File: src/rtl/rtm_pkg.sv
package rtm_pkg;
  typedef struct packed {
    logic rdIssue;
    logic capture;
    logic loadShift;
    logic shiftOut;
    logic drvFlag;
    logic drvZero;
  } rtmStrobe_t;
endpackage

File: src/rtl/rtm_control.sv
module rtm_control
  import rtm_pkg::*;
#(
  parameter int DATA_W    = 32,
  parameter int NUM_WORDS = 4,
  parameter int SLOT_LEN  = 35,
  parameter int SEL_W     = 2
) (
  input  logic             clk,
  input  logic             rstN,
  input  logic             enable,
  input  logic             syncIn,
  input  logic             testTick,
  output rtmStrobe_t       strb,
  output logic [SEL_W-1:0] rdSel
);
  localparam int POS_W = $clog2(SLOT_LEN);
  localparam int IDX_W = $clog2(NUM_WORDS + 1);

  typedef enum logic {ST_IDLE, ST_RUN} ctlState_t;

  ctlState_t        st;
  logic             syncQ;
  logic             capPend;
  logic             bufValid;
  logic [IDX_W-1:0] rdIdx;
  logic [SEL_W-1:0] wordCnt;
  logic [POS_W-1:0] slotPos;
  logic             rise;

  assign rise  = syncIn & ~syncQ;
  assign rdSel = SEL_W'(rdIdx);

  always_comb begin
    strb = '0;
    strb.capture = capPend;
    if (!enable) begin
      strb.drvZero = 1'b1;
    end else begin
      case (st)
        ST_IDLE: strb.rdIssue = rise;
        ST_RUN: begin
          if (testTick) begin
            if (slotPos == '0) begin
              if (bufValid) begin
                strb.loadShift = 1'b1;
                strb.drvFlag   = 1'b1;
                strb.rdIssue   = (rdIdx < IDX_W'(NUM_WORDS));
              end else begin
                strb.drvZero = 1'b1;
              end
            end else if (slotPos <= POS_W'(DATA_W)) begin
              strb.shiftOut = 1'b1;
            end else begin
              strb.drvZero = 1'b1;
            end
          end
        end
        default: strb.drvZero = 1'b1;
      endcase
    end
  end

  always_ff @(posedge clk) begin
    if (!rstN) begin
      st       <= ST_IDLE;
      syncQ    <= 1'b0;
      capPend  <= 1'b0;
      bufValid <= 1'b0;
      rdIdx    <= '0;
      wordCnt  <= '0;
      slotPos  <= '0;
    end else begin
      syncQ   <= syncIn;
      capPend <= strb.rdIssue;
      if (capPend) bufValid <= 1'b1;
      if (!enable) begin
        st       <= ST_IDLE;
        bufValid <= 1'b0;
        rdIdx    <= '0;
        wordCnt  <= '0;
        slotPos  <= '0;
      end else begin
        case (st)
          ST_IDLE: begin
            if (rise) begin
              st      <= ST_RUN;
              rdIdx   <= IDX_W'(1);
              wordCnt <= '0;
              slotPos <= '0;
            end
          end
          ST_RUN: begin
            if (testTick) begin
              if (slotPos == '0) begin
                if (bufValid) begin
                  bufValid <= 1'b0;
                  slotPos  <= POS_W'(1);
                  if (strb.rdIssue) rdIdx <= rdIdx + 1'b1;
                end
              end else if (slotPos == POS_W'(SLOT_LEN - 1)) begin
                slotPos <= '0;
                if (wordCnt == SEL_W'(NUM_WORDS - 1)) begin
                  st    <= ST_IDLE;
                  rdIdx <= '0;
                end else begin
                  wordCnt <= wordCnt + 1'b1;
                end
              end else begin
                slotPos <= slotPos + 1'b1;
              end
            end
          end
          default: st <= ST_IDLE;
        endcase
      end
    end
  end
endmodule

File: src/rtl/rtm_datapath.sv
module rtm_datapath
  import rtm_pkg::*;
#(
  parameter int DATA_W    = 32,
  parameter int ADDR_W    = 8,
  parameter int NUM_WORDS = 4,
  parameter int SEL_W     = 2
) (
  input  logic                              clk,
  input  logic                              rstN,
  input  rtmStrobe_t                        strb,
  input  logic [SEL_W-1:0]                  rdSel,
  input  logic [NUM_WORDS-1:0][ADDR_W-1:0]  addrTable,
  input  logic [DATA_W-1:0]                 memRdData,
  output logic                              memRdEn,
  output logic [ADDR_W-1:0]                 memRdAddr,
  output logic                              serOut
);
  logic [NUM_WORDS-1:0][ADDR_W-1:0] addrMasked;
  logic [DATA_W-1:0]                bufWord;
  logic [DATA_W-1:0]                shiftReg;

  for (genvar gi = 0; gi < NUM_WORDS; gi++) begin : g_addrSel
    assign addrMasked[gi] = (rdSel == SEL_W'(gi)) ? addrTable[gi] : '0;
  end

  always_comb begin
    memRdAddr = '0;
    for (int i = 0; i < NUM_WORDS; i++) memRdAddr |= addrMasked[i];
  end

  assign memRdEn = strb.rdIssue;

  always_ff @(posedge clk) begin
    if (!rstN) begin
      bufWord  <= '0;
      shiftReg <= '0;
      serOut   <= 1'b0;
    end else begin
      if (strb.capture) bufWord <= memRdData;
      if (strb.loadShift) begin
        shiftReg <= bufWord;
      end else if (strb.shiftOut) begin
        shiftReg <= {shiftReg[DATA_W-2:0], 1'b0};
      end
      if (strb.drvZero)       serOut <= 1'b0;
      else if (strb.drvFlag)  serOut <= 1'b1;
      else if (strb.shiftOut) serOut <= shiftReg[DATA_W-1];
    end
  end
endmodule

File: src/rtl/rtm_serializer.sv
module rtm_serializer
  import rtm_pkg::*;
#(
  parameter int DATA_W    = 32,
  parameter int ADDR_W    = 8,
  parameter int NUM_WORDS = 4,
  parameter int TRAIL_LEN = 2
) (
  input  logic                              clk,
  input  logic                              rstN,
  input  logic                              enable,
  input  logic                              syncIn,
  input  logic                              testTick,
  input  logic [NUM_WORDS-1:0][ADDR_W-1:0]  addrTable,
  output logic                              memRdEn,
  output logic [ADDR_W-1:0]                 memRdAddr,
  input  logic [DATA_W-1:0]                 memRdData,
  output logic                              serOut
);
  localparam int SLOT_LEN = 1 + DATA_W + TRAIL_LEN;
  localparam int SEL_W    = $clog2(NUM_WORDS);

  rtmStrobe_t       strb;
  logic [SEL_W-1:0] rdSel;

  rtm_control #(
    .DATA_W(DATA_W), .NUM_WORDS(NUM_WORDS), .SLOT_LEN(SLOT_LEN), .SEL_W(SEL_W)
  ) i_control (
    .clk(clk), .rstN(rstN), .enable(enable), .syncIn(syncIn),
    .testTick(testTick), .strb(strb), .rdSel(rdSel)
  );

  rtm_datapath #(
    .DATA_W(DATA_W), .ADDR_W(ADDR_W), .NUM_WORDS(NUM_WORDS), .SEL_W(SEL_W)
  ) i_datapath (
    .clk(clk), .rstN(rstN), .strb(strb), .rdSel(rdSel),
    .addrTable(addrTable), .memRdData(memRdData),
    .memRdEn(memRdEn), .memRdAddr(memRdAddr), .serOut(serOut)
  );
endmodule

File: config.mk
export PLATFORM = sky130hd
export DESIGN_NAME = rtm_serializer
export DESIGN_NICKNAME = d
export VERILOG_FILES = /design/src/rtl/rtm_pkg.sv /design/src/rtl/rtm_control.sv /design/src/rtl/rtm_datapath.sv /design/src/rtl/rtm_serializer.sv
export SDC_FILE = /design/constraint.sdc
export NUM_CORES = 1
export LEC_CHECK = 0
export BUFFER_PORTS_ARGS = -buffer_cell sky130_fd_sc_hd__buf_2
export CELL_PAD_IN_SITES_DETAIL_PLACEMENT = 0
export CELL_PAD_IN_SITES_GLOBAL_PLACEMENT = 1
export CORE_MARGIN = 8
export CORE_UTILIZATION = 33
export DETAILED_ROUTE_END_ITERATION = 10
export PLACE_DENSITY_LB_ADDON = 0.2
export SYNTH_ARGS = -nofsm -noshare
export SYNTH_HDL_FRONTEND = slang
export SYNTH_SLANG_ARGS = --single-unit
File: constraint.sdc
create_clock -name clk -period 4.1 [get_ports clk]
set_input_delay 0.41 -clock clk [delete_from_list [all_inputs] [get_ports clk]]
set_output_delay 0.41 -clock clk [all_outputs]
set_load 0.05 [all_outputs]
Word-level counts from Yosys, hierarchy flattened
Index checks and enable logic that the tools add are counted.
{"block": "word_totals", "regBits": 80, "inputBits": 69, "out_inout_bits": 10, "wordCells": 100}
{"block": "op_classes", "n_addsub": 3, "n_lt_le_gt_ge": 2, "n_eq_ne": 14, "muxes": 55, "bitwise_logic": 7, "reduce_logical": 9}
{"op": "2-to-1 mux 32 bit", "n": 2}
{"op": "2-to-1 mux 8 bit", "n": 4}
{"op": "2-to-1 mux 6 bit", "n": 5}
{"op": "2-to-1 mux 1 bit", "n": 24}
{"op": "2-to-1 mux 3 bit", "n": 8}
{"op": "OR 8 bit", "n": 3}
{"op": "!= test 3 bit, second input constant", "n": 4}
{"op": "one-hot mux 6 bit (2 select lines)", "n": 1}
{"op": "2-to-1 mux 2 bit", "n": 5}
{"op": "2-to-1 mux 4 bit", "n": 2}
{"op": "!= test 2 bit, second input constant", "n": 4}
{"op": "adder 6 x 1 -> 6 bit, second input constant", "n": 1}
{"op": "equality test 2 bit, second input constant", "n": 3}
{"op": "equality test 6 bit, second input constant", "n": 1}
{"op": "less-or-equal comparator 6 bit, second input constant", "n": 1}
{"op": "logical NOT 6 bit", "n": 1}
{"op": "one-hot mux 3 bit (2 select lines)", "n": 1}
{"op": "AND reduction 6 bit", "n": 1}
{"op": "AND reduction 5 bit", "n": 1}
{"op": "one-hot mux 1 bit (2 select lines)", "n": 2}
{"op": "one-hot mux 2 bit (2 select lines)", "n": 1}
{"op": "nonzero test 2 bit", "n": 2}
{"op": "adder 3 x 1 -> 3 bit, second input constant", "n": 1}
{"op": "less-than comparator 3 bit, second input constant", "n": 1}
{"op": "other kinds (9)", "n": 11}

Depth between registers and ports, before layout
Gate-level depths: netlist (run 1).
{"block": "logic_depth", "ltp_word": 11, "ltp_mapped": 8, "depth_no_buf": 6}

By module
Synthesis (run 1) repeated with hierarchy kept, for this count alone.
{"block": "unflattened", "hier_cells": 365, "hier_area_um2": 4091.4}
{"module": "rtm_datapath", "instances": 1, "cells_per_inst": 261, "area_per_inst_um2": 3166.8}
{"module": "rtm_control", "instances": 1, "cells_per_inst": 104, "area_per_inst_um2": 924.6}

Worst setup path before layout (run 1)
Ideal clock, no wire load.
{"block": "synth_timing", "path_kind": "register to output", "startpoint": "reg i_control.slotPos[0]", "endpoint": "out memRdEn", "arrival_time_ns": 2.119, "t_required_ns": 3.690, "path_slack_ns": 1.571, "stages_incl_launch_ff": 8, "path_cell_list": "dfxtp_1 -> inv_1 -> ha_1 -> or4b_1 -> buf_2 -> or2_1 -> nor3_1 -> o21a_1"}
{"block": "synth_between", "elab_chain_len": 5}
{"item": "from (decl)", "line": "rtm_control.sv:28", "text": "logic [POS_W-1:0] slotPos;"}
{"item": "from (signal assigned)", "line": "rtm_control.sv:110", "text": "slotPos <= slotPos + 1'b1;"}
{"item": "logical NOT 6 bit", "line": "rtm_control.sv:44", "text": "if (slotPos == '0) begin"}
{"item": "2-to-1 mux 1 bit", "line": "rtm_control.sv:44"}
{"item": "2-to-1 mux 1 bit", "line": "rtm_control.sv:43", "text": "if (testTick) begin"}
{"item": "one-hot mux 1 bit (2 select lines)", "line": "rtm_control.sv:40", "text": "case (st)"}
{"item": "2-to-1 mux 1 bit", "line": "rtm_control.sv:37", "text": "if (!enable) begin"}
{"item": "to (decl)", "line": "rtm_serializer.sv:15", "text": "output logic memRdEn,"}
Every way passes these cells.

Worst setup path in the final report (run 1)
Ends and elaborated chain as after synthesis.

==> flow_summary.toml, run 1 <==
[sta]
fin_crit_ns = 3.09
final_max_slew_viol_count = 0
hold_viol = 0
setup_slack_ns = 1.01
max_freq_ghz = 0.324
setup_viol = 0
holdWs_ns = 0.301
setup-tns-final_ns = 0
tightest_slew_ns = 1.06
skew_ns = 0.00585
finalCritPeriodShare_pct = 75.3
max_slew_margin_pct = 29.3
rsz0062_at_grt = "no"

[final_layout]
final_cells = 614
final_cell_area_mm2 = 0.00455
drive_above_1_share_pct = 23.4
antenna_cells_inserted = 0
fin_util_pct = 40.0
syn2layout_area_growth_pct = 18.6
final_common_cell = "dfxtp_1"
final_cell_mix = "dfxtp_1, buf_2, mux2i_1"
fin_nets = 543

[global_routing]
use_met2_pct = 19.9
grt_pass1_wl_um = 15500
gr-usage-met1_pct = 16.0
grtUsageMet3_pct = 4.81
grt_max_degree = 60
grt_overflow = 0
first_global_vias = 3064
antenna_found_initial = 0
grt.busiest_layer = "met2"
track_usage_pct = 12.7

[placement]
place_inst = 598
place_hpwl_um = 6560
dpl-instance-area_mm2 = 0.00427
place.gp.congestion = 0.803
portBuffers = 78
post-place-ws_ns = 1.29

[clock_tree]
cts_buffer_depth = 2
clk_pin_slew_ns = 0.05
insertion_delay_ns = 0.33
root_buffer = "clkbuf_16"
cts_resized = 0
h-tree-depth = 3
cts_buffers = 9
cts_tree = "done"
cts_setup_buffers = 0
hold_buffers = 0
cts_sinks = 80

[logic_synthesis]
yosysUniqueCellTypes = 51
synth_area_per_cell_um2 = 9.39
synthesis.nets = 485
synth_top_area_share_pct = 41.8
synth-edff-count = 0
netlist_area_mm2 = 0.00383
yosysWarnings = 0
synth_area_leader_cell = "dfxtp_1"
postSynthCellCount = 408
yosys-top-cells-area = "dfxtp_1, mux2i_1, a211oi_1"
synthFlopType = "dfxtp_1"
seq_area_frac_synth_pct = 41.8
synth-seq-cells = 80
async_flop_share_pct = 0

[drt]
wire_per_inst_um = 15.6
first_iter_violations = 158
vias = 3197
drc = 0
drt-pass1-iter-count = 4
wl_um = 9560
vias_per_cell = 5.21
antenna_left = 0

[hold_path]
min-delay-start = "syncIn"
hold_end = "i_control.syncQ"
hold_class = "primary input to flip-flop"
hold-path-cell-count = 2

[worst_setup_path]
timing.rr.start = "i_control.slotPos[0]"
cp.required_ns = 3.69
regToRegEndpoint = "i_datapath.shiftReg[12]"
end_kind = "primary output"
critical_path.startpoint_type = "flip-flop"
r2r_slack_ns = 1.30
crit_fanout = 7
critPathKind = "flip-flop to primary output"
ff2ff_path_depth = 8
critPathArrivalTime_ns = 2.68

[floorplanning]
placeableCoreArea_mm2 = 0.0114
dieHeight_um = 124
die_x_um = 124
num_rows = 39
initial_core_util_pct = 33.7
die-area_mm2 = 0.0153
io_pins = 79

[power]
ir_drop_mv = 0.269
power_mw = 1.69
p_leak_nw = 1.61
powerDensity_mw_per_mm2 = 372

[status]
status = "complete, no violations"

[job]
drv_cap = 0
## logic make-up (layout without fill, tap and decap cells)
group / Yosys count / count (layout) / share of synthesized area, %
DFF: 80 / 80 / 41.8
and+or+nand+nor: 95 / 95 / 12.4
buffers and inverters: 46 / 109 / 5.49
xor gates and xnor gates: 2 / 2 / 0.457
AOI/OAI and AO/OA: 114 / 114 / 20.7
muxes: 63 / 63 / 16.5
adders and majority gates: 8 / 8 / 2.61
## flip-flops by register name, indices dropped and copies added, names as in the netlist
register             flops
i_control.bufValid       1
i_control.capPend        1
i_control.rdIdx          3
i_control.slotPos        6
i_control.st             1
i_control.syncQ          1
i_control.wordCnt        2
i_datapath.bufWord      32
i_datapath.serOut        1
i_datapath.shiftReg     32
## worst max-delay path, cell delays in order, from the launching register on
cell and delay (ns):
dfxtp_1 0.37, inv_1 0.11, ha_1 0.19, or4b_1 0.61, or2_1 0.37, nor3_1 0.28, o21a_1 0.15, buf_2 0.26
## layout make-up
type,instances,area [µm²]
Sequential cell,80,1600
Fill cell,1160,6820
Inverter,11,41.3
Timing Repair Buffer,82,420
Tap cell,143,179
Clock inverter,3,26.3
Multi-Input combinational cell,282,2030
Clock buffer,13,250
## metal layers
layer | vias to the layer above | wire length, µm
met5 | - | 0
met4 | 0 | 91
met3 | 6 | 804
met2 | 89 | 4160
met1 | 1495 | 4500
li1 | 1607 | -
## how the worst max path moves through the flow
| stage | from | endpoint | depth (start not counted) |
|---|---|---|---|
| 4_1_cts | i_control.slotPos[0] | memRdEn | 7 |
| 6_report | i_control.slotPos[0] | memRdEn | 7 |
| 3_3_place_gp | i_control.slotPos[0] | i_datapath.shiftReg[24] | 8 |
| 3_5_place_dp | i_control.slotPos[0] | i_datapath.shiftReg[30] | 8 |
| 2_1_floorplan | i_control.slotPos[0] | memRdEn | 7 |
| 5_1_grt | i_control.slotPos[0] | memRdEn | 7 |
## synth_stat cells, types with 2 or more instances
cell type and n:
nor3_1 10, a211oi_2 4, inv_1 10, a21oi_1 33, a21bo_2 2, nand3_1 3
nand2_1 23, nand2b_1 4, nand3b_1 2, clkbuf_1 23, xnor2_1 2, nand4b_1 3
o31ai_1 2, buf_8 2, and2_1 2, o22ai_1 4, a311oi_1 2, buf_2 6
nor2_1 37, a211oi_1 27, dfxtp_1 80, o21a_1 2, a22oi_1 20, ha_1 8
o221ai_1 2, mux2i_1 62, o21ai_0 7, buf_1 3
## where the power goes
group / switching [mW] / internal (mW)
combinational: 0.0847 / 0.0550
clock: 0.318 / 0.432
sequential: 0.0142 / 0.789
No activity file was read; power rests on OpenSTA's default activity.
==> run 2: changes to the inputs <==
==> constraint.sdc (replaced) <==
create_clock -name clk -period 3 [get_ports clk]
set_input_delay 0.3 -clock clk [delete_from_list [all_inputs] [get_ports clk]]
set_output_delay 0.3 -clock clk [all_outputs]
set_load 0.05 [all_outputs]
==> run 2 against run 1 <==
Against the previous run: critical path depth is the same; first-iteration DRC count shrank 23%; largest power group unchanged; count of clock-buffer cells in the layout shrank 1; largest cell class unchanged; highest routed layer unchanged.
==> flow_summary.toml, run 2 (synthesis gave the netlist of run 1 again) <==
[drt]
wl_met2_um = 4310
dr_wl_met3_um = 683
wl_met1_um = 4530
vias = 3211
antenna_left = 0
first_iter_violations = 122
vias_per_cell = 5.20
drt-pass1-iter-count = 4
wire_per_inst_um = 15.5
wl_um = 9600
drc = 0
highest_layer = "met4"

[clock_tree]
insertion_delay_ns = 0.33
cts_sinks = 80
cts_buffer_depth = 2
clk_pin_slew_ns = 0.06
cts_tree = "done"
h-tree-depth = 3
cts_buffers = 9
hold_buffers = 0
root_buffer = "clkbuf_16"

[worst_setup_path]
critPathKind = "flip-flop to primary output"
crit_chain = "inv_1, ha_1, or4b_4, or2_1, nor3_2, o21a_1, buf_2"
crit_buf_inv = 2
critical_path.startpoint_type = "flip-flop"
cpPeakStageDelay_ns = 0.53
cp-startpoint = "i_control.slotPos[0]"
cp.required_ns = 2.70
end_kind = "primary output"
crit_family = "simple AND/OR/NAND/NOR gates"
critPathArrivalTime_ns = 2.48
crit_fanout = 7
crit_path_top_delay_cell = "or4b_4"
timing.rr.start = "i_control.slotPos[0]"

[global_routing]
antenna_found_initial = 0
grt_max_degree = 60
first_global_vias = 3216
grt_overflow = 0
track_usage_pct = 12.6
grt_pass1_wl_um = 15700

[placement]
place_hpwl_um = 6650
portBuffers = 78
place.gp.congestion = 0.817
post-place-ws_ns = 0.408

[floorplanning]
initial_core_util_pct = 33.7
die-area_mm2 = 0.0153
die_x_um = 124
dieHeight_um = 124
placeableCoreArea_mm2 = 0.0114
io_pins = 79
num_rows = 39

[sta]
tightest_slew_ns = 1.08
final_max_slew_viol_count = 0
max_slew_margin_pct = 27.8
skew_ns = 0.00769
setup_viol = 0
setup-tns-final_ns = 0
rsz0062_at_grt = "no"
max_freq_ghz = 0.360
setup_slack_ns = 0.221
fin_crit_ns = 2.78
finalCritPeriodShare_pct = 92.6
hold_viol = 0

[final_layout]
syn2layout_area_growth_pct = 20.1
reg.largest.list = "i_datapath.bufWord x32, i_datapath.shiftReg x32, i_control.slotPos x6"
final_cell_mix = "dfxtp_1, buf_2, mux2i_1"
drive_above_1_share_pct = 24.8
fin_util_pct = 40.5
final_common_cell = "dfxtp_1"
antenna_cells_inserted = 0
fin_nets = 548

[power]
ir_drop_mv = 0.214
p_leak_nw = 1.64
powerDensity_mw_per_mm2 = 500
power_mw = 2.30

[job]
drv_cap = 0

[status]
status = "complete, no violations"

[hold_path]
min-delay-start = "syncIn"
hold_class = "primary input to flip-flop"
## run 2: worst paths after layout
path	end	slack [ns]	cells past startpoint
worst min register to register	i_datapath.shiftReg[2]	0.47	2
worst max register to register	i_datapath.shiftReg[13]	0.67	8
worst min-delay path	i_control.syncQ	0.20	2
worst max-delay path	memRdEn	0.22	7
## run 2: per-stage QoR
stage          area, µm²  std cells  hold WS (ns)
2_1_floorplan       3830        408         0.422
3_3_place_gp        4320        603         0.459
3_5_place_dp        4320        603         0.468
4_1_cts             4590        618         0.199
5_1_grt             4600        618         0.212
6_report            4600        618         0.204
## run 2: metal layers
layer  up-vias  global-route usage (%)
li1       1608                       -
met1      1510                    16.1
met2        86                    20.4
met3         7                    3.22
met4         0                    4.06
met5         -                       0
## run 2: repair_timing
item,CTS,global route
gates resized for setup,0,2
setup buffers,0,0
setup endpoints to repair,0,1
## run 2: power breakdown
group | internal (mW) | leakage [nW] | switching, mW
combinational | 0.0772 | 0.860 | 0.117
sequential | 1.08 | 0.647 | 0.0191
clock | 0.598 | 0.134 | 0.411
## run 2: final cells by class
cell class	count	area, µm²
Sequential cell	80	1600
Clock inverter	3	17.5
Fill cell	1153	6770
Inverter	11	41.3
Multi-Input combinational cell	282	2030
Timing Repair Buffer	87	470
Clock buffer	12	256
Tap cell	143	179
